### config.mk
export PLATFORM = sky130hd
export DESIGN_NAME = spdif_tx
export DESIGN_NICKNAME = d
export VERILOG_FILES = /design/src/rtl/spdif_tx_pkg.sv /design/src/rtl/spdif_tx_ctrl.sv /design/src/rtl/spdif_tx_bmc.sv /design/src/rtl/spdif_tx.sv
export SDC_FILE = /design/constraint.sdc
export NUM_CORES = 1
export LEC_CHECK = 0
export BUFFER_PORTS_ARGS = -buffer_cell sky130_fd_sc_hd__buf_2
export CELL_PAD_IN_SITES_DETAIL_PLACEMENT = 0
export CELL_PAD_IN_SITES_GLOBAL_PLACEMENT = 1
export CORE_ASPECT_RATIO = 0.7
export CORE_MARGIN = 2
export CORE_UTILIZATION = 35
export CTS_CLUSTER_DIAMETER = 150
export DETAILED_ROUTE_END_ITERATION = 10
export PLACE_DENSITY_LB_ADDON = 0.2
export SYNTH_ARGS = -nofsm -noshare
export SYNTH_HDL_FRONTEND = slang
export SYNTH_SLANG_ARGS = --single-unit
### constraint.sdc
create_clock -name clk -period 2.76 [get_ports clk]
set_clock_uncertainty 0.1 [all_clocks]
set_input_delay 0.138 -clock clk [delete_from_list [all_inputs] [get_ports clk]]
set_output_delay 0.138 -clock clk [all_outputs]
set_load 0.03 [all_outputs]
### src/rtl/spdif_tx_pkg.sv
package spdif_tx_pkg;

    localparam int SLOTS     = 32;
    localparam int PRE_SLOTS = 4;
    localparam int PAY_BITS  = 28;

    typedef enum logic [1:0] {
        PRE_B,
        PRE_M,
        PRE_W
    } pre_e;

    typedef enum logic [2:0] {
        ST_IDLE,
        ST_HOLD,
        ST_FETCH_A,
        ST_FETCH_B,
        ST_SEND
    } tx_state_e;

    // Half-cell pattern from a low line, MSB sent first.
    function automatic logic [7:0] pre_pattern(input pre_e kind);
        logic [7:0] p;
        unique case (kind)
            PRE_B:   p = 8'b1110_1000;
            PRE_M:   p = 8'b1110_0010;
            default: p = 8'b1110_0100;
        endcase
        return p;
    endfunction

endpackage

### src/rtl/spdif_tx_ctrl.sv
module spdif_tx_ctrl
    import spdif_tx_pkg::*;
#(
    parameter int FRAMES = 192,
    parameter int DLY_W  = 8,
    localparam int FW    = $clog2(FRAMES),
    localparam int HW    = $clog2(2 * SLOTS)
) (
    input  logic                clk,
    input  logic                rst_n,
    input  logic                cell_en,
    input  logic                go,
    input  logic                mono,
    input  logic                dup_primary,
    input  logic                gen_parity,
    input  logic                hold_first_b,
    input  logic [DLY_W-1:0]    first_b_delay,
    input  logic [PAY_BITS-1:0] fifo_word,
    input  logic                fifo_valid,
    output logic                fifo_ready,
    input  logic                underrun_clr,
    output logic                underrun,
    output logic                fire,
    output logic                line_clear,
    output logic [HW-1:0]       half_idx,
    output pre_e                pre_kind,
    output logic [PAY_BITS-1:0] payload
);

    localparam logic [HW-1:0] LAST_HALF  = HW'(2 * SLOTS - 1);
    localparam logic [FW-1:0] LAST_FRAME = FW'(FRAMES - 1);

    tx_state_e           state, state_nx;
    logic [HW-1:0]       half_cnt;
    logic                side;
    logic [FW-1:0]       frame_cnt;
    logic [DLY_W-1:0]    dly_cnt;
    logic [PAY_BITS-1:0] word_a, word_b, word_sel;
    logic                fetching, starve;

    // next-state logic
    always_comb begin
        state_nx = state;
        unique case (state)
            ST_IDLE:    state_nx = hold_first_b ? ST_HOLD : ST_FETCH_A;
            ST_HOLD:    if (dly_cnt == '0) state_nx = ST_FETCH_A;
            ST_FETCH_A: state_nx = mono ? ST_FETCH_B : ST_SEND;
            ST_FETCH_B: state_nx = ST_SEND;
            ST_SEND:    if (cell_en && half_cnt == LAST_HALF)
                            state_nx = (mono && !side) ? ST_SEND : ST_FETCH_A;
            default:    state_nx = ST_IDLE;
        endcase
        if (!go) state_nx = ST_IDLE;
    end

    always_ff @(posedge clk or negedge rst_n) begin
        if (!rst_n) state <= ST_IDLE;
        else        state <= state_nx;
    end

    // outputs of the state machine
    always_comb begin
        fetching   = (state == ST_FETCH_A) || (state == ST_FETCH_B);
        fifo_ready = fetching;
        starve     = fetching && !fifo_valid;
        fire       = (state == ST_SEND) && cell_en;
        line_clear = !go || (state == ST_IDLE);
        half_idx   = half_cnt;
        pre_kind   = side ? PRE_W : ((frame_cnt == '0) ? PRE_B : PRE_M);
        word_sel   = (mono && !dup_primary) ? word_b : word_a;
        payload    = {gen_parity ? ^word_sel[PAY_BITS-2:0] : word_sel[PAY_BITS-1],
                      word_sel[PAY_BITS-2:0]};
    end

    // position counters
    always_ff @(posedge clk or negedge rst_n) begin
        if (!rst_n) begin
            half_cnt  <= '0;
            side      <= 1'b0;
            frame_cnt <= '0;
            dly_cnt   <= '0;
        end else if (state == ST_IDLE) begin
            half_cnt  <= '0;
            side      <= 1'b0;
            frame_cnt <= '0;
            dly_cnt   <= first_b_delay;
        end else begin
            if (state == ST_HOLD && cell_en && dly_cnt != '0)
                dly_cnt <= dly_cnt - 1'b1;
            if (fire) begin
                half_cnt <= half_cnt + 1'b1;
                if (half_cnt == LAST_HALF) begin
                    side <= ~side;
                    if (side)
                        frame_cnt <= (frame_cnt == LAST_FRAME) ? '0 : frame_cnt + 1'b1;
                end
            end
        end
    end

    // word capture
    always_ff @(posedge clk or negedge rst_n) begin
        if (!rst_n) begin
            word_a <= '0;
            word_b <= '0;
        end else begin
            if (state == ST_FETCH_A) word_a <= fifo_valid ? fifo_word : '0;
            if (state == ST_FETCH_B) word_b <= fifo_valid ? fifo_word : '0;
        end
    end

    // sticky underrun
    always_ff @(posedge clk or negedge rst_n) begin
        if (!rst_n)            underrun <= 1'b0;
        else if (starve)       underrun <= 1'b1;
        else if (underrun_clr) underrun <= 1'b0;
    end

    a_r9_underrun_source: assert property (@(posedge clk) disable iff (!rst_n)
        $rose(underrun) |-> $past(fifo_ready && !fifo_valid));

    a_r9_clear_works: assert property (@(posedge clk) disable iff (!rst_n)
        (underrun_clr && !(fifo_ready && !fifo_valid)) |=> !underrun);

    a_r10_no_fetch_off: assert property (@(posedge clk) disable iff (!rst_n)
        !go |=> !fifo_ready);

    a_r6_one_fetch_per_gap: assert property (@(posedge clk) disable iff (!rst_n)
        fire |-> !fifo_ready);

endmodule

### src/rtl/spdif_tx_bmc.sv
module spdif_tx_bmc
    import spdif_tx_pkg::*;
#(
    parameter int HW = 6
) (
    input  logic                clk,
    input  logic                rst_n,
    input  logic                clear,
    input  logic                fire,
    input  logic [HW-1:0]       half_idx,
    input  pre_e                pre_kind,
    input  logic [PAY_BITS-1:0] payload,
    output logic                sdo
);

    localparam int SW = HW - 1;

    logic [SW-1:0] slot;
    logic          in_pre, cur_bit, pinv, inv;
    logic [SW-1:0] dix;
    logic [7:0]    pat;

    always_comb begin
        slot    = half_idx[HW-1:1];
        in_pre  = slot < SW'(PRE_SLOTS);
        dix     = slot - SW'(PRE_SLOTS);
        cur_bit = in_pre ? 1'b0 : payload[dix];
        pat     = pre_pattern(pre_kind);
        inv     = (half_idx == '0) ? sdo : pinv;
    end

    always_ff @(posedge clk or negedge rst_n) begin
        if (!rst_n) begin
            sdo  <= 1'b0;
            pinv <= 1'b0;
        end else if (clear) begin
            sdo  <= 1'b0;
            pinv <= 1'b0;
        end else if (fire) begin
            if (in_pre) begin
                if (half_idx == '0) pinv <= sdo;
                sdo <= pat[3'd7 - half_idx[2:0]] ^ inv;
            end else if (!half_idx[0]) begin
                sdo <= ~sdo;
            end else if (cur_bit) begin
                sdo <= ~sdo;
            end
        end
    end

    a_r3_cell_edge: assert property (@(posedge clk) disable iff (!rst_n)
        (fire && !clear && !in_pre && !half_idx[0]) |=> (sdo != $past(sdo)));

    a_r3_zero_flat: assert property (@(posedge clk) disable iff (!rst_n)
        (fire && !clear && !in_pre && half_idx[0] && !cur_bit) |=> $stable(sdo));

    a_r10_idle_low: assert property (@(posedge clk) disable iff (!rst_n)
        clear |=> !sdo);

endmodule

### src/rtl/spdif_tx.sv
module spdif_tx
    import spdif_tx_pkg::*;
#(
    parameter int FRAMES = 192,
    parameter int DLY_W  = 8
) (
    input  logic                clk,
    input  logic                rst_n,
    input  logic                cell_en,
    input  logic                cfg_enable,
    input  logic                cfg_tx_mode,
    input  logic                cfg_mono,
    input  logic                cfg_dup_primary,
    input  logic                cfg_gen_parity,
    input  logic                cfg_hold_first_b,
    input  logic [DLY_W-1:0]    cfg_first_b_delay,
    input  logic [PAY_BITS-1:0] fifo_word,
    input  logic                fifo_valid,
    output logic                fifo_ready,
    input  logic                underrun_clr,
    output logic                underrun,
    output logic                sdo
);

    localparam int HW = $clog2(2 * SLOTS);

    logic                go, fire, line_clear;
    logic [HW-1:0]       half_idx;
    pre_e                pre_kind;
    logic [PAY_BITS-1:0] payload;

    assign go = cfg_enable && cfg_tx_mode;

    spdif_tx_ctrl #(.FRAMES(FRAMES), .DLY_W(DLY_W)) u_ctrl (
        .clk           (clk),
        .rst_n         (rst_n),
        .cell_en       (cell_en),
        .go            (go),
        .mono          (cfg_mono),
        .dup_primary   (cfg_dup_primary),
        .gen_parity    (cfg_gen_parity),
        .hold_first_b  (cfg_hold_first_b),
        .first_b_delay (cfg_first_b_delay),
        .fifo_word     (fifo_word),
        .fifo_valid    (fifo_valid),
        .fifo_ready    (fifo_ready),
        .underrun_clr  (underrun_clr),
        .underrun      (underrun),
        .fire          (fire),
        .line_clear    (line_clear),
        .half_idx      (half_idx),
        .pre_kind      (pre_kind),
        .payload       (payload)
    );

    spdif_tx_bmc #(.HW(HW)) u_bmc (
        .clk      (clk),
        .rst_n    (rst_n),
        .clear    (line_clear),
        .fire     (fire),
        .half_idx (half_idx),
        .pre_kind (pre_kind),
        .payload  (payload),
        .sdo      (sdo)
    );

endmodule

==> results.txt, run 1 <==
For the clock latency of the later-clocked register in the worst-skew pair, the log shows 330 ps. Category of cells accounting for the largest share of critical-path delay: simple AND/OR/NAND/NOR gates. The run gives 2 as the deepest clock path buffer count. The run gives 210 ps as the worst reg-to-reg setup slack.

In the global route stage, overall resource usage came out at 18.0%. The run gives 3,857 as the number of vias after detailed routing. The longest individual stage delay on the worst path is 510 ps, and the post-detailed-route DRC marker count is 0. Number of failing hold endpoints at the final stage: 1. The number of detailed-routing iterations run before antenna repair is 4, and the total number of H-tree levels is 3. After the first detailed-routing iteration, the DRC count stood at 225.

Total leakage power: 2.58 nW. The power per standard cell area was 851 nW/um2; the total number of placement rows was 35. Entering global routing, the biggest net connects 57 pins. TritonCTS built the clock tree.

The mux share of post-synthesis cell area is 8.06%. The library cell used most frequently in the layout, excluding fill and tap cells, is nand2_1. The die area is 14,600 um2. The half-perimeter wire length of the detailed placement result was 8990 um. The cell that appears most often on the critical path is nor3b_1. Count of endpoints failing setup in the final report: 0. The logs give 651 for the number of nets in the layout and 0 for the post-CTS setup buffer count. The number of input and output port buffers inserted works out to 49. Clock-pin slew was measured on the worst setup and hold paths at 60 ps. For the pin with the worst max-slew slack, the measured transition is 526 ps. Of all flip-flops after synthesis, the portion carrying an async set or reset was 100%. The maximum fanout encountered on the critical timing path came out at 6. Of the total synthesized cell area, the portion taken by AND, OR, NAND and NOR gates is 16.6%.

The detail route stage leaves a number of antenna-violating nets equal to 0. The layout has 1,339 filler cells. When the netlist entered floorplanning its net count stood at 568. The relative slew slack was 65.0%. The logs give 3,850 for the number of global-route vias before repair and 13,300 um2 for the standard cell core area. The initial core utilization came out at 36.0%. The tools report the final max-slew violation count as 0.

The destination of the worst hold path was u_ctrl.word_a[24]. The tools report the netlist area before placement as 4780 um2. The tools report the reg-to-reg critical path startpoint as u_ctrl.dly_cnt[0]. The checks that failed: hold timing.

The synthesized instance count is 513, and the via density per instance is 4.91. At the placement stage, the worst setup path has a slack of 157 ps. Wires add up to 12,100 um. Across the run, the number of max-cap violations was 0. The tools report the hold path startpoint as fifo_word[24].

The tools report the master cell of the clock root buffer as clkbuf_16. The data required time of the critical path was 2870 ps. Buffers inserted during clock tree synthesis total 9.

The number of warnings issued by yosys was 0; the post-layout utilization of the core was 44.8%. Of the cells placed in the final design, the portion with a size suffix greater than 1 is 15.6%. The biggest area contributor in the post-synthesis netlist is dfrtp_1.

The xor and xnor area share after synthesis was 11.7%. The most critical setup path has its startpoint at u_ctrl.dly_cnt[0]. The flow ran to the end, but the final reports show violations. The number of enable flip-flop cells after synthesis works out to 0.

Walking the worst path, the cells encountered are inv_1, ha_1, nor3b_1, a2111oi_2, nand2_2, nor4_1, nor3b_1, xnor2_1, o21ai_0. The slowest stage of the critical path is the a2111oi_2 cell. Setup repair after global routing left no endpoint under its margin. The worst hold path belongs to the class input port to register. By area, the combinational part of the netlist is dominated by simple AND/OR/NAND/NOR gates. The die is 102 um tall.

The run gives 0 ps as the summed negative setup slack over all endpoints. The shortest period the worst path allows was 2550 ps; the number of top-level pins was 50. The number of cells on the worst reg-to-reg path is 9.

After Yosys synthesis, full adders, half adders and majority gates account for 2.09% of the synthesized area. The tightest hold margin was -2.18 ps; the count of buffer and inverter cells on the critical path was 1. By area the synthesized netlist is led by dfrtp_1 (44%), xnor2_1 (10%), nand2_1 (9.1%), o21ai_0 (8.2%), mux4_2 (4.7%). Counting instances, the worst hold path has a depth of 3. For the number of clock sinks seen by CTS, the log shows 85. The first global-routing pass estimated 20,400 um of wire.

The worst setup path is launched from a register. The area growth from synthesis to layout is 24.1%. VDD sags by at most 0.503 mV. The final worst-path cycle share is 92.6%.

Counting distinct cell types in the post-synthesis netlist gives 50. Sequential cells were found to cover 44.5% of the synthesized design area. The worst register-to-register path ends at u_ctrl.dly_cnt[5]. The flop and latch count out of synthesis was 85; the final RePlAce weighted congestion was 0.783. In this run the horizontal extent of the chip is 144 um. The tools report the number of antenna violations at the first check in global routing as 0. Summed over its instances, the top area cell type makes up 44.5% of the synthesized netlist area. The worst setup path is captured at a register.

The setup path with the least slack is of type register to register. The post-detailed-route wirelength per cell was 15.4 um. The final global-route overflow total is 0.

Main flop type after synthesis: dfrtp_1. The fraction of the mapped netlist area in compound gates came out at 13.6%. After synthesis, the mean cell area works out to 9.32 um2. The repair_antennas step left the layout with diodes totalling 0. The library cells used most frequently in the layout, excluding fill and tap cells, are nand2_1 (115), dfrtp_1 (85), o21ai_0 (78). Data on the critical path arrives at its endpoint at 2670 ps.

In the post-route analysis, the smallest setup slack over all paths is 205 ps. For this run, the top clock speed supported by timing is 391 MHz.
[layer usage]
layer,part of all wire (%),track usage [%],wire length [um],vias up
li1,-,-,-,1925
met1,54,28.3,6540,1836
met2,40,24.9,4800,87
met3,5.7,4.45,691,9
met4,0.70,3.85,85,0
met5,0,0,0,-
[tightest hold or removal path, cell delays in order]
cell     delay (ps)
buf_2            90
nand2_1          80
o21ai_0          80
[timing repair]
action                     4_1_cts  5_1_grt
hold buffers                    35        0
hold endpoints to repair        94        0
setup endpoints to repair        0        2
gates resized for setup          0        1
[report_power, final]
group	leakage [nW]	internal (W)	switching (W)	total, W
registers	1.07	0.00152	0.000328	0.00185
logic	1.35	0.00102	0.000865	0.00188
clock network	0.163	0.000839	0.000481	0.00132
total	2.58	0.00338	0.00167	0.00506
[stage by stage]
| step | std cells | area (um2) | total power (W) |
|---|---|---|---|
| detailed placement | 735 | 5260 | 0.00371 |
| global placement | 735 | 5260 | 0.00367 |
| finish | 786 | 5940 | 0.00506 |
| floorplan | 513 | 4780 | 0.00326 |
| global route | 786 | 5940 | 0.00539 |
| CTS | 786 | 5940 | 0.00511 |
[cell usage after synthesis (all sizes together) (3+ instances only)]
cell    number
mux2i        7
dfrtp       85
xor2         8
o21ai       81
inv         18
nor3b        3
nand2      116
buf          4
nand3        4
a21oi       13
nor3         5
nand4        3
nor2b        3
xnor2       56
nand2b       5
nor2        21
or3          6
nor4         5
mux4        13
and3         3
clkbuf      19
ha           8
[area by class of cell]
class                   instances  area, um2  area share [%]
repair buffers                 95        693            11.7
well taps                     185        231            3.90
inverters                      18       67.6            1.14
clock inverters                 4       70.1            1.18
flip-flops and latches         85       2130            35.8
clock buffers                  12        256            4.32
multi-input cells             387       2490            42.0
[kinds of logic (layout without fill, tap and decap cells)]
kind of cell	count (synthesis)	count (layout)
flip-flops	85	85
AO/OA/AOI/OAI	115	115
adder cells (fa/ha/maj)	8	8
AND/OR/NAND/NOR	179	179
XOR/XNOR	64	64
multiplexers	21	21
buffers and inverters	41	129
[sequential cells by signal, summed over array words and instances, names as in the netlist]
| signal | count |
|---|---|
| u_ctrl.half_idx | 6 |
| u_ctrl.underrun | 1 |
| u_ctrl.dly_cnt | 8 |
| u_ctrl.word_a | 28 |
| u_ctrl.frame_cnt | 8 |
| u_ctrl.state | 3 |
| u_ctrl.word_b | 28 |
| u_bmc.sdo | 1 |
| u_ctrl.side | 1 |
| u_bmc.pinv | 1 |
[how the worst max path moves through the flow]
| stage | to | slack, ps | cells after the start |
|---|---|---|---|
| 2_1_floorplan | u_ctrl.dly_cnt[5] | 400 | 9 |
| 3_3_place_gp | u_bmc.sdo | 330 | 10 |
| 3_5_place_dp | u_ctrl.dly_cnt[6] | 160 | 9 |
| 4_1_cts | u_ctrl.dly_cnt[6] | 140 | 9 |
| 5_1_grt | u_ctrl.dly_cnt[5] | 2 | 9 |
| 6_report | u_ctrl.dly_cnt[5] | 210 | 9 |
(Power assumes the default switching activity.)
==> run 2, diff against run 1 <==
--- a/config.mk
+++ b/config.mk
@@ -14,6 +14,7 @@
 export CTS_CLUSTER_DIAMETER = 150
 export DETAILED_ROUTE_END_ITERATION = 10
 export PLACE_DENSITY_LB_ADDON = 0.2
+export REMOVE_ABC_BUFFERS = 1
 export SYNTH_ARGS = -nofsm -noshare
 export SYNTH_HDL_FRONTEND = slang
 export SYNTH_SLANG_ARGS = --single-unit
==> run 2 against run 1 <==
  * The run now ends clean
  * Global-route usage decreased by 1.3 points
  * Core utilization decreased by 0.085 points
  * Non-clock buffer count increased by 1
  * Via count decreased by 1.4%
  * Critical path depth unchanged
  * Fmax increased by 0.46%
  * Combinational power about the same
  * Cell count increased by 0.13%
  * Critical path type unchanged
  * Largest cell class unchanged
  * Largest power group unchanged
  * Highest routed layer unchanged
==> results.txt, run 2 (synthesized netlist as in run 1, its figures left out) <==
For the initial DRC count, the log shows 170 (-24%). The transition time at the pin with the least slew margin works out to 580 ps (+54.0 ps). The power per standard cell area is 835 nW/um2 (-2.0%). Post-detailed-route DRC marker count: 0 (unchanged).

The logs give 2.56 nW (-0.60%) for the total leakage power and 4.68 ps (+6.86 ps) for the tightest hold margin. The tools report the relative slew slack as 61.4% (-3.6 points). For the number of vias after detailed routing, the log shows 3,802 (-1.4%). The number of failing hold endpoints at the final stage came out at 0 (-1).

Half-perimeter wire length of the detailed placement result: 8350 um (-7.1%). The via density per instance came out at 4.83 (-1.6%). The summed negative setup slack over all endpoints is 0 ps (unchanged).

STA classifies the critical path startpoint as a register. The post-detailed-route wirelength per cell came out at 14.6 um (-5.3%). The run gives 0 (unchanged) as the number of maximum-capacitance violations. TritonCTS built the clock tree. STA classifies the critical path endpoint as a register. The type of the tightest min-delay check is input port to register.

In the layout the commonest cells are nand2_1 (115), dfrtp_1 (85), o21ai_0 (78). The number of buffers inserted during clock tree synthesis is 9 (unchanged). The overall power consumption was 0.00495 W (-2.1%); the wire length reported by the detailed router was 11,500 um (-5.2%).

The final worst-path cycle share was 92.1% (-0.42 points). In the final layout, the registers with the most flip-flops are u_ctrl.word_a x28, u_ctrl.word_b x28. The logs give 0 (unchanged) for the number of diodes and 0 (unchanged) for the final global-route overflow total. The die area was 14,600 um2 (unchanged).

The run gives 3 (unchanged) as the total number of H-tree levels. Leaving out fill and tap cells, the most frequent cell in the layout is nand2_1. The run gives 25.4% (-0.7 points) as the relative contribution of the clock network to total power. The run gives 0.00165 W (-1.1%) as the power dissipated by switching net loads. The number of top-level pins was 50 (unchanged); the die outline height was 102 um (unchanged). The total number of placement rows was 35 (unchanged).

The overall fraction of global-route tracks in use was 16.8% (-1.3 points). The initial core utilization came out at 36.0% (unchanged). The clock transition time at the flip-flop clock pins of the worst setup and hold paths was 70 ps (about the same).

For the post-route antenna net violation count, the log shows 0 (unchanged). The fraction of layout cells with a size suffix above 1 was 15.9% (+0.31 points). The flow ran to the end, and the final reports show no timing, DRC or antenna violations. The run gives 0.00329 W (-2.6%) as the design internal power. The number of global-route vias before repair is 3,600 (-6.5%), and the global-route wire length before repair is 19,000 um (-7.0%). The data arrival time of the worst path came out at 2670 ps (about the same).

The deepest clock path buffer count is 2 (unchanged). The number of clock sinks seen by CTS was 85 (unchanged); the maximum fanout encountered on the critical timing path was 6 (unchanged). The combinational share of power was 37.4% (about the same); the post-CTS setup buffer count was 0 (unchanged).

The area added between synthesis and finish is 23.9%. The proportion of total power due to net switching is 33.4% (+0.34 points), and the number of detailed-routing iterations run before antenna repair is 4 (unchanged). The clock latency of the later-clocked register in the worst-skew pair is 340 ps (about the same), and the standard cell core area is 13,300 um2 (unchanged). Final max-slew violation count: 0 (unchanged). The master cell of the clock root buffer was clkbuf_16.

The data required time of the critical path was 2890 ps (+20 ps); the count of endpoints failing setup in the final report was 0 (unchanged). The number of input and output port buffers inserted is 49 (unchanged). Final RePlAce weighted congestion: 0.801 (+2.3%).

The worst voltage drop across the vdd grid was 0.421 mV (-16%); the number of antenna violations at the first check in global routing was 0 (unchanged). The number of nets in the layout was 652 (+0.15%). The run gives 57 (unchanged) as the largest net degree at the start of global routing.

Path type of the worst setup path: register to register. The die boundary width was 144 um (unchanged). Setup repair after global routing left no endpoint under its margin. The shortest period the worst path allows is 2540 ps (-11.6 ps). The logs give 37.2% (+0.6 points) for the share of power burned in registers and 393 MHz (+0.46%) for the maximum clock frequency.
## run 2: area by class of cell
cell class / count / area (um2)
Tap cell: 185 / 231
Timing Repair Buffer: 96 / 691
Fill cell: 1265 / 7340
Inverter: 18 / 67.6
Clock buffer: 11 / 253
Sequential cell: 85 / 2130
Multi-Input combinational cell: 387 / 2500
Clock inverter: 5 / 58.8
## run 2: path summary, 6_finish.rpt
kind	startpoint	to	slack, ps	depth (start not counted)
worst min register to register	u_ctrl.word_b[27]	u_ctrl.word_b[27]	420	2
worst min-delay path	fifo_word[26]	u_ctrl.word_a[26]	5	3
worst max-delay path	u_ctrl.dly_cnt[0]	u_ctrl.dly_cnt[6]	220	9
min in group asynchronous	rst_n	u_ctrl.word_b[23]	240	2
max in group asynchronous	rst_n	u_ctrl.word_b[15]	1600	3
worst max register to register	u_ctrl.dly_cnt[0]	u_ctrl.dly_cnt[6]	220	9
## run 2: per-stage QoR
| step | utilization, % | setup WS [ps] | cell area [um2] | instances |
|---|---|---|---|---|
| 2_1_floorplan | - | 283 | 4680 | 490 |
| 3_3_place_gp | 39.5 | 240 | 5250 | 735 |
| 3_5_place_dp | 39.5 | 198 | 5250 | 735 |
| 4_1_cts | 44.6 | 159 | 5920 | 787 |
| 5_1_grt | 44.7 | 42.3 | 5930 | 787 |
| 6_report | 44.7 | 217 | 5930 | 787 |
## run 2: repair_timing
action,4_1_cts,5_1_grt
hold endpoints to repair,101,0
setup endpoints to repair,0,2
resized for setup,0,2
hold buffers,36,0
## run 2: layer usage
metal | GRT usage [%] | wire length [um] | share of wire, % | vias to the layer above
met5 | 0 | 0 | 0 | -
met4 | 4.30 | 109 | 0.95 | 0
met3 | 3.98 | 515 | 4.5 | 9
met2 | 23.4 | 4550 | 40 | 69
met1 | 25.9 | 6310 | 55 | 1797
li1 | - | - | - | 1927
## run 2: critical path, cell delays in order, from the launching register on
cell and delay (ps):
dfrtp_1 370, inv_1 90, ha_1 200, nor3b_1 140
a2111oi_2 490, nand2_2 180, or3_1 370, nor4_1 260
xnor2_1 160, o21ai_1 70
## run 2: power groups by stage
stage                     combinational (W)  sequential (W)  clock (W)
after detailed placement            0.00184         0.00186          0
after global routing                0.00205         0.00188    0.00133
final                               0.00185         0.00184    0.00126
after global placement              0.00181         0.00185          0
after CTS                           0.00189         0.00184    0.00128
after floorplan                     0.00150         0.00174          0
